$ cat src/rtl/rcs_pkg.sv
package rcs_pkg;
  typedef enum logic [3:0] {
    ST_IDLE, ST_RST, ST_GATE, ST_MUX, ST_REQ, ST_ENA, ST_REL, ST_STAT, ST_FAIL
  } seq_state_t;

  localparam logic [1:0] RATE_G3  = 2'b10;
  localparam logic [1:0] RATE_RSV = 2'b11;
endpackage

$ cat src/rtl/rcs_timer.sv
module rcs_timer #(
  parameter int TMO_CYCLES = 1024
) (
  input  logic clk,
  input  logic rst_n,
  input  logic run,
  output logic expired
);
  localparam int TW = (TMO_CYCLES > 2) ? $clog2(TMO_CYCLES) : 1;
  localparam logic [TW-1:0] LAST = TW'(TMO_CYCLES - 1);

  logic [TW-1:0] cnt;

  always_ff @(posedge clk or negedge rst_n) begin
    if (!rst_n)   cnt <= '0;
    else if (!run) cnt <= '0;
    else if (cnt != LAST) cnt <= cnt + 1'b1;
  end

  assign expired = run && (cnt == LAST);

  p_cnt_bound_r9: assert property (@(posedge clk) disable iff (!rst_n)
    !run |=> (cnt == '0));
endmodule

$ cat src/rtl/rcs_fanout.sv
module rcs_fanout #(
  parameter int LANES = 4
) (
  input  logic             rst_i,
  input  logic             clken_i,
  input  logic             req_i,
  input  logic [LANES-1:0] done_i,
  output logic [LANES-1:0] rst_o,
  output logic [LANES-1:0] clken_o,
  output logic [LANES-1:0] req_o,
  output logic             all_done_o
);
  for (genvar i = 0; i < LANES; i++) begin : g_lane
    assign rst_o[i]   = rst_i;
    assign clken_o[i] = clken_i;
    assign req_o[i]   = req_i;
  end

  if (LANES == 1) begin : g_single
    assign all_done_o = done_i[0];
  end else begin : g_bonded
    assign all_done_o = &done_i;
  end
endmodule

$ cat src/rtl/rate_change_seq.sv
module rate_change_seq
  import rcs_pkg::*;
#(
  parameter int LANES      = 4,
  parameter int TMO_CYCLES = 1024
) (
  input  logic             clk,
  input  logic             rst_n,
  input  logic [1:0]       rate_req,
  input  logic [LANES-1:0] pma_done,
  output logic [LANES-1:0] pcs_rst,
  output logic [LANES-1:0] pcs_clk_en,
  output logic [LANES-1:0] pma_req,
  output logic [1:0]       pma_rate,
  output logic             sel_gen3,
  output logic [1:0]       link_rate,
  output logic             phystatus,
  output logic             tmo_err
);
  seq_state_t st, st_nx;
  logic [1:0] rate_q, tgt_q, prate_q, link_q;
  logic       sel_q, start, all_done, expired;
  logic       rst_all, gate_all, req_all;

  assign start = (st == ST_IDLE) && (rate_req != rate_q) &&
                 (rate_req != RATE_RSV) && (rate_req != link_q);

  always_comb begin
    st_nx = st;
    case (st)
      ST_IDLE: if (start) st_nx = ST_RST;
      ST_RST:  st_nx = ST_GATE;
      ST_GATE: st_nx = ST_MUX;
      ST_MUX:  st_nx = ST_REQ;
      ST_REQ:  if (all_done) st_nx = ST_ENA;
               else if (expired) st_nx = ST_FAIL;
      ST_ENA:  st_nx = ST_REL;
      ST_REL:  st_nx = ST_STAT;
      default: st_nx = ST_IDLE;
    endcase
  end

  always_ff @(posedge clk or negedge rst_n) begin
    if (!rst_n) begin
      st      <= ST_IDLE;
      rate_q  <= 2'b00;
      tgt_q   <= 2'b00;
      prate_q <= 2'b00;
      link_q  <= 2'b00;
      sel_q   <= 1'b0;
    end else begin
      st     <= st_nx;
      rate_q <= rate_req;
      if (start) tgt_q <= rate_req;
      if (st == ST_GATE) begin
        prate_q <= tgt_q;
        sel_q   <= (tgt_q == RATE_G3);
      end
      if (st_nx == ST_FAIL) begin
        prate_q <= link_q;
        sel_q   <= (link_q == RATE_G3);
      end
      if (st == ST_REL) link_q <= tgt_q;
    end
  end

  assign rst_all  = st inside {ST_RST, ST_GATE, ST_MUX, ST_REQ, ST_ENA};
  assign gate_all = st inside {ST_GATE, ST_MUX, ST_REQ};
  assign req_all  = (st == ST_REQ);

  rcs_fanout #(.LANES(LANES)) u_fan (
    .rst_i      (rst_all),
    .clken_i    (!gate_all),
    .req_i      (req_all),
    .done_i     (pma_done),
    .rst_o      (pcs_rst),
    .clken_o    (pcs_clk_en),
    .req_o      (pma_req),
    .all_done_o (all_done)
  );

  rcs_timer #(.TMO_CYCLES(TMO_CYCLES)) u_tmr (
    .clk     (clk),
    .rst_n   (rst_n),
    .run     (req_all),
    .expired (expired)
  );

  assign pma_rate  = prate_q;
  assign sel_gen3  = sel_q;
  assign link_rate = link_q;
  assign phystatus = (st == ST_STAT);
  assign tmo_err   = (st == ST_FAIL);

  p_gate_in_rst_r3: assert property (@(posedge clk) disable iff (!rst_n)
    !pcs_clk_en[0] |-> pcs_rst[0]);
  p_req_gated_r5: assert property (@(posedge clk) disable iff (!rst_n)
    pma_req[0] |-> (pcs_rst[0] && !pcs_clk_en[0]));
  p_req_hold_r5: assert property (@(posedge clk) disable iff (!rst_n)
    (pma_req[0] && !all_done && !expired) |=> pma_req[0]);
  p_rate_legal_r4: assert property (@(posedge clk) disable iff (!rst_n)
    pma_rate != RATE_RSV);
  p_sel_gated_r4: assert property (@(posedge clk) disable iff (!rst_n)
    !$stable(sel_gen3) |-> (!pcs_clk_en[0] || tmo_err));
  p_link_at_status_r6: assert property (@(posedge clk) disable iff (!rst_n)
    !$stable(link_rate) |-> phystatus);
  p_status_released_r6: assert property (@(posedge clk) disable iff (!rst_n)
    phystatus |-> (!pcs_rst[0] && pcs_clk_en[0]));
  p_status_pulse_r7: assert property (@(posedge clk) disable iff (!rst_n)
    phystatus |=> !phystatus);
  p_tmo_pulse_r9: assert property (@(posedge clk) disable iff (!rst_n)
    tmo_err |=> (!tmo_err && !phystatus));
endmodule

$ cat config.mk
export PLATFORM = sky130hd
export DESIGN_NAME = rate_change_seq
export DESIGN_NICKNAME = d
export VERILOG_FILES = /design/src/rtl/rcs_pkg.sv /design/src/rtl/rcs_timer.sv /design/src/rtl/rcs_fanout.sv /design/src/rtl/rate_change_seq.sv
export SDC_FILE = /design/constraint.sdc
export NUM_CORES = 1
export LEC_CHECK = 0
export BUFFER_PORTS_ARGS = -buffer_cell sky130_fd_sc_hd__buf_2
export CAP_MARGIN = 40
export CORE_UTILIZATION = 55
export DETAILED_ROUTE_END_ITERATION = 10
export PLACE_DENSITY = 0.8
export SLEW_MARGIN = 20
export SYNTH_ARGS = -nofsm -noshare
export SYNTH_HDL_FRONTEND = slang
export SYNTH_SLANG_ARGS = --single-unit
$ cat constraint.sdc
create_clock -name clk -period 4.4 [get_ports clk]
set_input_delay 0.66 -clock clk [delete_from_list [all_inputs] [get_ports clk]]
set_output_delay 0.66 -clock clk [all_outputs]
set_load 0.02 [all_outputs]
---- Word-level counts from Yosys, hierarchy flattened ----
Index checks and enable logic that the tools add are counted.
cells by class
  bitwise operators ....................... 0
  div/mod/pow operators ................... 0
  magnitude comparators ................... 0
  shifts and indexed selects .............. 0
  mux-type cells .......................... 10
  multipliers ............................. 0
  eq/ne operators ......................... 17
  reduce and logical (&&, ||, !) cells .... 10
  add/sub/neg operators ................... 1
operators with widths
  kind                                                  count
  one-hot mux 4 bit (7 select lines)                    1
  two-way mux 10 bit                                    2
  equality test 4 x 3 -> 1 bit (second input constant)  4
  two-way mux 4 bit                                     3
  adder 10 x 1 -> 10 bit (second input constant)        1
  equality test 10 bit (second input constant)          1
  inequality test 10 bit (second input constant)        1
  equality test 4 x 2 -> 1 bit (second input constant)  2
  equality test 4 bit (second input constant)           2
  nonzero test 5 bit                                    1
  equality test 2 bit (second input constant)           2
  equality test 4 x 1 -> 1 bit (second input constant)  1
  logical AND 1 bit                                     4
  zero test 4 bit                                       1
  two-way mux 2 bit                                     2
  inequality test 2 bit                                 2
  inequality test 2 bit (second input constant)         2
  AND reduction 4 bit                                   1
  nonzero test 3 bit                                    1
  two-way mux 1 bit                                     2
  nonzero test 2 bit                                    1
  zero test 1 bit                                       1
word-level totals
  memory bits (writable) .................. 0
  bits of input ports ..................... 8
  bits in read-only memories .............. 0
  bits in latches ......................... 0
  memories kept ........................... 0
  bits in registers ....................... 23

---- Longest topological paths before layout ----
  word-level depth ........................ 8
  depth in mapped cells ................... 9
  gate-level depth less buffers ........... 6

---- By module ----
From an unflattened synthesis, not the netlist that was laid out.
second synthesis, totals
  cells, all modules ...................... 130
  area total of the unflattened synthesis .. 1,328.8 sq um
modules (own cells, without submodules)
  module           cells each  times used  area each (sq um)  seq. area each (sq um)
  rate_change_seq  60          1           689.4              325.3
  rcs_timer        57          1           540.5              250.2
  rcs_fanout       13          1           98.8               0.0

---- Worst setup path before layout ----
OpenSTA, ideal clock, no wires.
  path type ............................... register to register
  from .................................... register st[3]
  to ...................................... register sel_q (netlist: sel_gen3)
  required time ........................... 4.314 ns
  buffers on the path ..................... 3
  setup slack ............................. 2.418 ns
  cell stages (with the launch flop) ...... 10
  clock period less this slack ............ 1.982 ns
  data arrival time ....................... 1.896 ns
  cells stage by stage .................... dfrtp_1 -> buf_6 -> nand2b_4 -> or3_1 -> buf_6 -> inv_8 -> and4_4 -> buf_6 -> mux2_4 -> o221ai_2
on the way
  elaborated cells between the ends (all ways) .. 18
RTL lines
  element                                                  line                   text
  start: declaration                                       rate_change_seq.sv:20  seq_state_t st, st_nx;
  start signal: assignment                                 rate_change_seq.sv:52  st <= st_nx;
  equality test 4 x 3 -> 1 bit (*)                         rate_change_seq.sv:69  assign req_all = (st == ST_REQ);
  named net req_all                                        rate_change_seq.sv:23  logic rst_all, gate_all, req_all;
  logical AND 1 bit                                        rcs_timer.sv:20        assign expired = run && (cnt == LAST);
  two-way mux 4 bit                                        rate_change_seq.sv:36  else if (expired) st_nx = ST_FAIL;
  two-way mux 4 bit                                        rate_change_seq.sv:35  ST_REQ: if (all_done) st_nx = ST_ENA;
  one-hot mux 4 bit (7 select lines) (*)                   rate_change_seq.sv:30  case (st)
  equality test 4 bit (*)                                  rate_change_seq.sv:59  if (st_nx == ST_FAIL) begin
  two-way mux 1 bit or nonzero test 2 bit (tied branches)  -
  end signal: assignment                                   rate_change_seq.sv:57  sel_q <= (tgt_q == RATE_G3);
  end signal: assignment                                   rate_change_seq.sv:61  sel_q <= (link_q == RATE_G3);
  end: declaration                                         rate_change_seq.sv:22  logic sel_q, start, all_done, expired;
Mark *: on every way through the listed nets, which the timed path passes. The rest lies on a longest branch.
A chain may end at the register's enable or synchronous reset.

---- Final worst setup path ----
  from .................................... register st[3]
  to ...................................... output port pma_req[2]
on the way
  longest elaborated chain between the ends .. 1
ends and longest elaborated chain
  element                       line                   text
  equality test 4 x 3 -> 1 bit  rate_change_seq.sv:69
  end: declaration              rate_change_seq.sv:13  output logic [LANES-1:0] pma_req,
Every way passes these cells.

==> flow_summary.yaml <==
status:
  outcome: "finished, final reports clean"
power_and_ir_drop:
  powerDensity_mw_per_mm2: 634.1
  ir_drop_mv: 0.4510
  p_total_w: 0.0008799
  p_leak_nw: 0.6676
timing:
  max_freq_mhz: 401.7
  holdWs_ns: 0.2973
  setup-tns-final_ns: 0
  fin_crit_sh_pct: 56.57
  fin_skew_ns: 0.003130
  setup_viol_count_final: 0
  fin_crit_ns: 2.489
  hold_violations: 0
  drv_slew: 0
  worst_pin_slew_ns: 0.7937
  relSlewSlack_pct: 46.34
  rsz0062_at_grt: "false"
cts:
  post_cts_resized: 0
  postCtsHoldBufs: 0
  clock_latency_ns: 0.31
  clock-root-buffer: "clkbuf_4"
  cts_max_path_buffers: 2
  clock_sinks: 23
  htree_levels: 1
  cts_buffers: 3
  cts_setup_buffers: 0
  cts_tree: "built"
  clk_pin_slew_worst_paths_ns: 0.13
cells_and_area:
  multi_input_area_um2: 604.3
  layout_commonest_cell: "buf_2"
  regArea_um2: 575.6
  syn_to_final_growth_pct: 3.839
  final.fill_count: 198
  layout-drive-gt1-share_pct: 29.79
  fin_cells: 169
  diodes: 0
  most-common-layout-cells: "buf_2, dfrtp_1, nand2_1"
  fin_nets: 151
  fin_area_mm2: 0.001388
global_route:
  grt_antenna_before_repair: 0
  grt.overflow.total: 0
  grt_use_total_pct: 21.95
  grt_pass1_wl_um: 4271
  grt_start_max_net_pins: 24
  grt_pass1_vias: 960
critical_path:
  max_stage_delay_ns: 0.50
  endpoint_kind: "output port"
  worstPathMaxFanout: 12
  cp_cell_sequence: "nand2b_4, or3_1, inv_8, buf_2"
  cpMaxStageDelayCell: "or3_1"
  path_class: "flop to output port"
  crit_arrival_ns: 1.83
  start_kind: "flop"
  crit_buf_inv: 2
  cp_top_family: "simple AND/OR/NAND/NOR gates"
  worst_ep_required_time_ns: 3.74
synth:
  syn_inst: 129
  synth_nets: 138
  yosysUniqueCellTypes: 44
  syn_area_mm2: 0.001336
  ys_warn_count: 0
  seq_area_frac_synth_pct: 43.07
  avgSynthCellArea_um2: 10.36
  synth_flop_cell: "dfrtp_1"
  synth_seq_cells: 23
  synth_async_sr_flop_share_pct: 100.0
  synth_edf_count: 0
die:
  start_util_pct: 59.27
  dieArea_mm2: 0.002631
  fp.dieW_um: 51.29
  ios: 27
  num_rows: 17
  core_area_mm2: 0.002255
  die_y_um: 51.29
route:
  drc: 0
  dr.pass1.iters: 4
  wl_per_cell_um: 14.79
  avgViaCountPerCell: 6.041
  vias: 1021
  finalWirelength_um: 2499
  drtAntennaViolNets: 0
  drtIter0Drc: 21
placement:
  place_hpwl_um: 1840
  gp_congestion: 0.7843
  place_area_mm2: 0.001360
  dp_cells: 165
  io_buffers: 26
job:
  drv_cap: 0
worst_hold_path:
  holdCritPathClass: "input port to async pin"
==> sequential cells by signal, indices dropped and copies added, names as in the netlist <==
signal     flops
u_tmr.cnt     10
st             4
link_rate      2
pma_rate       2
rate_q         2
tgt_q          2
sel_gen3       1
==> routing by layer <==
metal  up-vias  share of wire, %  global-route usage (%)
li1        487                 -                       -
met4         0               1.1                   9.910
met2        30                49                   35.75
met3         4               3.2                   3.571
met5         -                 0                       0
met1       500                47                   28.57
==> synthesized netlist by cell type (all sizes together), types with 3 or more instances <==
library cell	n	share of area, %
dfrtp	23	43
buf	18	11
nand2	9	2.5
mux2	6	5.3
a21oi	5	1.9
nand2b	5	2.9
nand3	5	1.9
o21ai	5	1.9
and4	4	2.8
nor2	4	1.1
a31oi	3	1.4
nor2b	3	1.4
o21bai	3	1.7
or3	3	1.4
xor2	3	2.0
==> final cells by class <==
type                    count  area share [%]
multi-input cells          86           43.55
repair buffers             26           9.378
well taps                  28           2.525
flip-flops and latches     23           41.48
clock inverters             1          0.3607
clock buffers               3           1.623
inverters                   2           1.082
==> through the flow <==
| step | utilization, % | worst slack [ns] |
|---|---|---|
| 2_1_floorplan | - | 2.418 |
| 3_3_place_gp | 60.32 | 2.342 |
| 3_5_place_dp | 60.32 | 2.255 |
| 4_1_cts | 61.54 | 1.920 |
| 5_1_grt | 61.54 | 1.818 |
| 6_report | 61.54 | 1.911 |
==> final timing paths <==
path	from	endpoint	slack (ns)	cells past startpoint
worst max-delay path	st[3]	pma_req[2]	1.91	4
worst min-delay path	rst_n	pma_rate[0]	0.30	1
worst max register to register	st[3]	sel_gen3	2.22	6
worst min register to register	tgt_q[1]	link_rate[1]	0.55	1
max in group asynchronous	rst_n	st[1]	3.76	1
min in group clk	rate_req[0]	rate_q[0]	0.51	1
==> power breakdown <==
part	switching [W]	leakage, nW	internal [W]
registers	0.0000688	0.298	0.000264
clock network	0.0000630	0.0177	0.0000340
logic	0.000274	0.352	0.000176
==> worst reg2reg max path, delay by kind of cell (launching register included) <==
| kind | cells | cell delay [ns] |
|---|---|---|
| AOI/OAI and AO/OA | 1 | 0.15 |
| buffers and inverters | 1 | 0.16 |
| DFF | 1 | 0.49 |
| muxes | 1 | 0.32 |
| and+or+nand+nor | 3 | 1.01 |
==> kinds of logic after synthesis <==
| logic type | after synthesis | share of synthesized area (%) |
|---|---|---|
| DFF | 23 | 43.07 |
| muxes | 6 | 5.336 |
| buffers and inverters | 20 | 11.70 |
| and+or+nand+nor | 48 | 21.91 |
| adders and majority gates | 1 | 0.9362 |
| AOI/OAI and AO/OA | 28 | 15.07 |
| xor gates and xnor gates | 3 | 1.967 |
No activity file was read; power rests on OpenSTA's default activity.
